==> src/rtl/fpt_pkg.sv <==
package fpt_pkg;

    // Phases of one switching period
    typedef enum logic [2:0] {
        PH_IDLE      = 3'd0,
        PH_LEAD_GAP  = 3'd1,
        PH_HIGH      = 3'd2,
        PH_TRAIL_GAP = 3'd3,
        PH_LOW       = 3'd4
    } phase_t;

    // Returns the smaller of two unsigned values
    function automatic logic [31:0] umin(input logic [31:0] a, input logic [31:0] b);
        return (a < b) ? a : b;
    endfunction

endpackage

==> src/rtl/fpt_period_map.sv <==
module fpt_period_map #(
    parameter int FB_W    = 10,
    parameter int FB_REF  = 800,
    parameter int PER_NOM = 200,
    parameter int PER_MAX = 1250,
    parameter int PER_W   = 11
) (
    input  logic [FB_W-1:0]  fb_code,
    output logic [PER_W-1:0] period
);

    localparam int SPAN     = PER_MAX - PER_NOM;
    localparam bit REF_POW2 = ((FB_REF & (FB_REF - 1)) == 0);
    localparam int REF_SH   = $clog2(FB_REF);

    logic [31:0] fb_sat;
    logic [31:0] product;
    logic [31:0] drop;

    // Feedback above the reference is treated as being at the reference
    always_comb begin
        fb_sat  = (32'(fb_code) > 32'(FB_REF)) ? 32'(FB_REF) : 32'(fb_code);
        product = 32'(SPAN) * fb_sat;
    end

    // Scale back by the reference: a shift when it is a power of two
    generate
        if (REF_POW2) begin : g_shift
            assign drop = product >> REF_SH;
        end else begin : g_divide
            assign drop = product / 32'(FB_REF);
        end
    endgenerate

    assign period = PER_W'(32'(PER_MAX) - drop);

endmodule

==> src/rtl/fpt_ontime_limit.sv <==
module fpt_ontime_limit #(
    parameter int PER_W    = 11,
    parameter int DUTY_PCT = 99,
    parameter int MIN_ON   = 15,
    parameter int DEAD     = 2
) (
    input  logic [PER_W-1:0] on_req,
    input  logic [PER_W-1:0] period,
    output logic [PER_W-1:0] ontime
);
    import fpt_pkg::*;

    logic [31:0] duty_cap;
    logic [31:0] gap_cap;
    logic [31:0] ceiling;
    logic [31:0] granted;

    always_comb begin
        duty_cap = (32'(period) * 32'(DUTY_PCT)) / 32'd100;
        gap_cap  = 32'(period) - 32'(2 * DEAD);
        ceiling  = umin(duty_cap, gap_cap);
        if (32'(on_req) < 32'(MIN_ON)) begin
            granted = 32'(MIN_ON);
        end else if (32'(on_req) > ceiling) begin
            granted = ceiling;
        end else begin
            granted = 32'(on_req);
        end
        ontime = PER_W'(granted);
    end

endmodule

==> src/rtl/fpt_phase_seq.sv <==
module fpt_phase_seq #(
    parameter int PER_W   = 11,
    parameter int DEAD    = 2,
    parameter int MIN_ON  = 15,
    parameter int PER_NOM = 200,
    parameter int PER_MAX = 1250
) (
    input  logic             clk,
    input  logic             rst_n,
    input  logic             en,
    input  logic [PER_W-1:0] period_in,
    input  logic [PER_W-1:0] ontime_in,
    output logic             hs_o,
    output logic             ls_o,
    output logic             strobe_o
);
    import fpt_pkg::*;

    phase_t           phase_q, phase_d;
    logic [PER_W-1:0] cnt_q, cnt_d;
    logic [PER_W-1:0] per_lat, on_lat;
    logic             load;

    logic [PER_W-1:0] lead_end;
    logic [PER_W-1:0] high_end;
    logic [PER_W-1:0] trail_end;
    logic             period_last;

    assign lead_end    = PER_W'(DEAD - 1);
    assign high_end    = on_lat + PER_W'(DEAD - 1);
    assign trail_end   = on_lat + PER_W'(2 * DEAD - 1);
    assign period_last = (cnt_q == per_lat - PER_W'(1));

    // State register with period latch
    always_ff @(posedge clk) begin
        if (!rst_n) begin
            phase_q <= PH_IDLE;
            cnt_q   <= '0;
            per_lat <= PER_W'(PER_NOM);
            on_lat  <= PER_W'(MIN_ON);
        end else begin
            phase_q <= phase_d;
            cnt_q   <= cnt_d;
            if (load) begin
                per_lat <= period_in;
                on_lat  <= ontime_in;
            end
        end
    end

    // Next phase
    always_comb begin
        phase_d = phase_q;
        cnt_d   = cnt_q + PER_W'(1);
        load    = 1'b0;
        if (!en) begin
            phase_d = PH_IDLE;
            cnt_d   = '0;
        end else begin
            unique case (phase_q)
                PH_IDLE: begin
                    phase_d = PH_LEAD_GAP;
                    cnt_d   = '0;
                    load    = 1'b1;
                end
                PH_LEAD_GAP: begin
                    if (cnt_q == lead_end) phase_d = PH_HIGH;
                end
                PH_HIGH: begin
                    if (cnt_q == high_end) phase_d = PH_TRAIL_GAP;
                end
                PH_TRAIL_GAP: begin
                    if (cnt_q == trail_end) begin
                        if (period_last) begin
                            phase_d = PH_LEAD_GAP;
                            cnt_d   = '0;
                            load    = 1'b1;
                        end else begin
                            phase_d = PH_LOW;
                        end
                    end
                end
                PH_LOW: begin
                    if (period_last) begin
                        phase_d = PH_LEAD_GAP;
                        cnt_d   = '0;
                        load    = 1'b1;
                    end
                end
                default: begin
                    phase_d = PH_IDLE;
                    cnt_d   = '0;
                end
            endcase
        end
    end

    // Outputs decoded from the registered phase
    always_comb begin
        hs_o     = (phase_q == PH_HIGH);
        ls_o     = (phase_q == PH_LOW);
        strobe_o = (phase_q == PH_LEAD_GAP) && (cnt_q == '0);
    end

    AST_LOAD_PERIOD_RANGE: assert property (@(posedge clk) disable iff (!rst_n)
        load |-> (32'(period_in) >= 32'(PER_NOM) && 32'(period_in) <= 32'(PER_MAX)));
    AST_LOAD_ONTIME_WINDOW: assert property (@(posedge clk) disable iff (!rst_n)
        load |-> (32'(ontime_in) >= 32'(MIN_ON) && 32'(ontime_in) + 32'(2 * DEAD) <= 32'(period_in)));

endmodule

==> src/rtl/foldback_pwm_timer.sv <==
module foldback_pwm_timer #(
    parameter int FB_W     = 10,
    parameter int FB_REF   = 800,
    parameter int PER_NOM  = 200,
    parameter int PER_MAX  = 1250,
    parameter int DUTY_PCT = 99,
    parameter int MIN_ON   = 15,
    parameter int DEAD     = 2,
    localparam int PER_W   = $clog2(PER_MAX + 1)
) (
    input  logic             clk,
    input  logic             rst_n,
    input  logic             en_i,
    input  logic [FB_W-1:0]  fb_code_i,
    input  logic [PER_W-1:0] on_req_i,
    output logic             hs_gate_o,
    output logic             ls_gate_o,
    output logic             period_start_o
);

    localparam int RUN_W = $clog2(DEAD + 2);

    logic [PER_W-1:0] period_w;
    logic [PER_W-1:0] ontime_w;

    fpt_period_map #(
        .FB_W(FB_W), .FB_REF(FB_REF), .PER_NOM(PER_NOM),
        .PER_MAX(PER_MAX), .PER_W(PER_W)
    ) u_map (
        .fb_code(fb_code_i),
        .period (period_w)
    );

    fpt_ontime_limit #(
        .PER_W(PER_W), .DUTY_PCT(DUTY_PCT), .MIN_ON(MIN_ON), .DEAD(DEAD)
    ) u_limit (
        .on_req(on_req_i),
        .period(period_w),
        .ontime(ontime_w)
    );

    fpt_phase_seq #(
        .PER_W(PER_W), .DEAD(DEAD), .MIN_ON(MIN_ON),
        .PER_NOM(PER_NOM), .PER_MAX(PER_MAX)
    ) u_seq (
        .clk      (clk),
        .rst_n    (rst_n),
        .en       (en_i),
        .period_in(period_w),
        .ontime_in(ontime_w),
        .hs_o     (hs_gate_o),
        .ls_o     (ls_gate_o),
        .strobe_o (period_start_o)
    );

    // Run-length counters observed at the gate outputs
    logic [RUN_W-1:0] off_run;
    logic [PER_W-1:0] hs_run;

    always_ff @(posedge clk) begin
        if (!rst_n) begin
            off_run <= '0;
            hs_run  <= '0;
        end else begin
            if (hs_gate_o || ls_gate_o) off_run <= '0;
            else if (off_run != {RUN_W{1'b1}}) off_run <= off_run + RUN_W'(1);
            if (hs_gate_o) hs_run <= hs_run + PER_W'(1);
            else hs_run <= '0;
        end
    end

    AST_GATES_EXCLUSIVE: assert property (@(posedge clk) disable iff (!rst_n)
        !(hs_gate_o && ls_gate_o));
    AST_GAP_BEFORE_HIGH: assert property (@(posedge clk) disable iff (!rst_n)
        $rose(hs_gate_o) |-> 32'(off_run) >= 32'(DEAD));
    AST_GAP_BEFORE_LOW: assert property (@(posedge clk) disable iff (!rst_n)
        $rose(ls_gate_o) |-> 32'(off_run) >= 32'(DEAD));
    AST_DISABLED_QUIET: assert property (@(posedge clk) disable iff (!rst_n)
        !$past(en_i) |-> (!hs_gate_o && !ls_gate_o && !period_start_o));
    AST_STROBE_GATES_LOW: assert property (@(posedge clk) disable iff (!rst_n)
        period_start_o |-> (!hs_gate_o && !ls_gate_o));
    AST_STROBE_SINGLE: assert property (@(posedge clk) disable iff (!rst_n)
        period_start_o |=> !period_start_o);
    AST_MIN_PULSE: assert property (@(posedge clk) disable iff (!rst_n)
        ($fell(hs_gate_o) && $past(en_i)) |-> 32'(hs_run) >= 32'(MIN_ON));

endmodule

==> config.mk <==
export PLATFORM = sky130hd
export DESIGN_NAME = foldback_pwm_timer
export DESIGN_NICKNAME = d
export VERILOG_FILES = /design/src/rtl/fpt_pkg.sv /design/src/rtl/fpt_period_map.sv /design/src/rtl/fpt_ontime_limit.sv /design/src/rtl/fpt_phase_seq.sv /design/src/rtl/foldback_pwm_timer.sv
export SDC_FILE = /design/constraint.sdc
export NUM_CORES = 1
export LEC_CHECK = 0
export ABC_AREA = 1
export BUFFER_PORTS_ARGS = -buffer_cell sky130_fd_sc_hd__buf_2
export CORE_ASPECT_RATIO = 0.6
export CORE_MARGIN = 2
export CORE_UTILIZATION = 45
export CTS_CLUSTER_DIAMETER = 60
export DETAILED_ROUTE_END_ITERATION = 8
export SYNTH_ARGS = -nofsm -noshare
export SYNTH_HDL_FRONTEND = slang
export SYNTH_SLANG_ARGS = --single-unit
export TNS_END_PERCENT = 5
==> constraint.sdc <==
create_clock -name clk -period 25.8 [get_ports clk]
set_input_delay 2.58 -clock clk [delete_from_list [all_inputs] [get_ports clk]]
set_output_delay 2.58 -clock clk [all_outputs]
set_load 0.01 [all_outputs]
==> results.json <==
{
  "path_clk_slew_ns": 0.06,
  "setup_slack_ns": -0.901,
  "final.setup.tns_ns": -9.49,
  "min_period_ns": 26.70,
  "cts_made_buffers": 5,
  "whs_ns": 0.500,
  "grt_pass1_wl_um": 76200,
  "die_area_um2": 31200,
  "drtAntennaViolNets": 0,
  "drive_above_1_share_pct": 41.9,
  "worstSetupPathType": "input port to register",
  "wl_um": 50300,
  "synth_top_cell_area_share_pct": 19.4,
  "maxCapViolations": 0,
  "dr.first_iter.drc_count": 1348,
  "synth_cell_types": 64,
  "cp_max_fo": 9,
  "crit_path_end_kind": "register",
  "rsz0062_at_grt": "yes",
  "start_util_pct": 46.1,
  "worstPathArrival_ns": 26.90,
  "skew_ns": 0.00599,
  "syn-num-nets": 2509,
  "antenna_cells": 0,
  "crit_path_frequent_cell": "nand2_2",
  "setup_viol": 11,
  "cts_buffer_depth": 2,
  "grt_usage_pct": 29.9,
  "cts_max_level": 2,
  "cts_root_buf": "clkbuf_16",
  "netlist_instances": 2331,
  "routabilityCongestion": 0.939,
  "antenna_found_initial": 1,
  "yosysTopAreaCell": "nand2_1",
  "drt_drc_violations_left": 0,
  "area_growth_pct": 55.2,
  "syn_avg_cell_area_um2": 5.74,
  "synth-seq-area-share_pct": 5.39,
  "hold_violations": 0,
  "maxSlewViolCount": 0,
  "rows": 48,
  "hp-class": "register to register",
  "gr-total-overflow": 0,
  "syn_area_um2": 13400,
  "slowest_stage": "fa_1",
  "synthTopCellsByArea": "nand2_1, ha_1, nand3_1",
  "start_kind": "input port",
  "synth_common_cells": "nand2_1, inv_1, nand3_1",
  "synth-edff-count": 0,
  "ios": 27,
  "cts_tree": "done",
  "worst_pin_slew_ns": 1.11,
  "synth_ff_type": "dfxtp_1",
  "period_share_pct": 103,
  "max_freq_mhz": 37.5,
  "firstDrtPassIters": 5,
  "die_y_um": 138,
  "hpwl_um": 38300,
  "max_stage_delay_ns": 0.54,
  "synth-seq-cells": 36,
  "grt_pass1_vias": 15300,
  "wl_per_cell_um": 15.0,
  "violations": "setup timing",
  "outcome": "finished, violations left",
  "viasPerCell": 5.18,
  "clkLatencyLatePin_ns": 0.28,
  "fin_nets": 3142,
  "max_slew_margin_pct": 25.1,
  "fin_util_pct": 71.6,
  "grt_max_degree": 27,
  "core_area_um2": 29000,
  "synthArstFlopShare_pct": 0,
  "chipWidth_um": 227,
  "clkSinkCount": 36,
  "required_ns": 26.00,
  "yosysWarnings": 0,
  "vias": 17400,
  "yosysMostFrequentCell": "nand2_1",
  "numPortBuffers": 26
}
worst max-delay path: cells and delay by family:
| family | cells | cell delay, ns |
|---|---|---|
| mux | 1 | 0.17 |
| fa+ha+maj | 14 | 4.27 |
| simple gates | 132 | 13.51 |
| buf+inv | 33 | 3.85 |
| compound gates | 14 | 1.84 |
| xor+xnor | 3 | 0.62 |
layout by cell type, fill, tap and decap left out, types with 28 or more instances in the layout:
master   count
a21oi_1     55
buf_2       28
buf_4      595
buf_6       29
dfxtp_1     36
ha_1       108
ha_4        28
inv_1      288
inv_2       56
nand2_1    542
nand2_2    194
nand2_4     44
nand3_1    178
nand3_2     64
nand4_1     74
nor2_1     163
nor2_2      47
nor2_4      43
o21ai_0     36
xor2_1      88
worst paths after layout:
path | to | startpoint | slack (ns) | depth (start not counted)
min reg2reg | u_seq.per_lat[7] | u_seq.per_lat[7] | 0.50 | 2
max | u_seq.on_lat[10] | fb_code_i[3] | -0.90 | 197
max reg2reg | u_seq.on_lat[10] | u_seq.per_lat[0] | 21.72 | 18
min | u_seq.per_lat[7] | u_seq.per_lat[7] | 0.50 | 2
sequential cells by signal, summed over array words and instances, names as in the netlist:
signal / flops
u_seq.cnt_q: 11
u_seq.on_lat: 11
u_seq.per_lat: 11
u_seq.phase_q: 3
layout make-up:
cell class,instances,area (µm²)
inverters,360,1360
well taps,400,500
fillers,2383,8250
repair buffers,656,5010
multi-input cells,1905,13000
flip-flops and latches,36,721
clock buffers,7,153
clock inverters,1,30.0
logic make-up (layout without fill, tap and decap cells):
group / Yosys count / count (layout) / synth area share [%]
flops: 36 / 36 / 5.39
mux: 1 / 1 / 0.0748
fa+ha+maj: 154 / 154 / 15.4
compound gates: 171 / 171 / 7.26
buf+inv: 397 / 1024 / 12.5
xor+xnor: 119 / 119 / 7.93
simple gates: 1453 / 1460 / 51.5
metrics by stage:
stage | cells | area [µm²] | worst slack (ns)
2_1_floorplan | 2331 | 13400 | 0.0525
3_3_place_gp | 3245 | 17700 | -1.17
3_5_place_dp | 3245 | 17700 | -2.10
4_1_cts | 3302 | 18700 | -0.351
5_1_grt | 3365 | 20800 | -2.56
6_report | 3365 | 20800 | -0.901
routing by layer:
layer  global-route usage, %  vias up  part of all wire (%)
met5                       0        -                     0
met3                    3.01       48                   8.2
met4                    2.34        0                  0.81
met2                    42.9      625                    41
met1                    48.5     8022                    50
li1                        -     8744                     -
repair_timing:
| action | CTS | global route |
|---|---|---|
| gates cloned | 4 | 7 |
| gates resized for setup | 122 | 387 |
| setup endpoints to repair | 11 | 11 |
| buffers inserted | 45 | 56 |
| pin swaps | 51 | 204 |
| hold buffers | 0 | 0 |
Power is not shown: default switching activity piles up to over one toggle a cycle in this logic, so the estimate is an artifact.
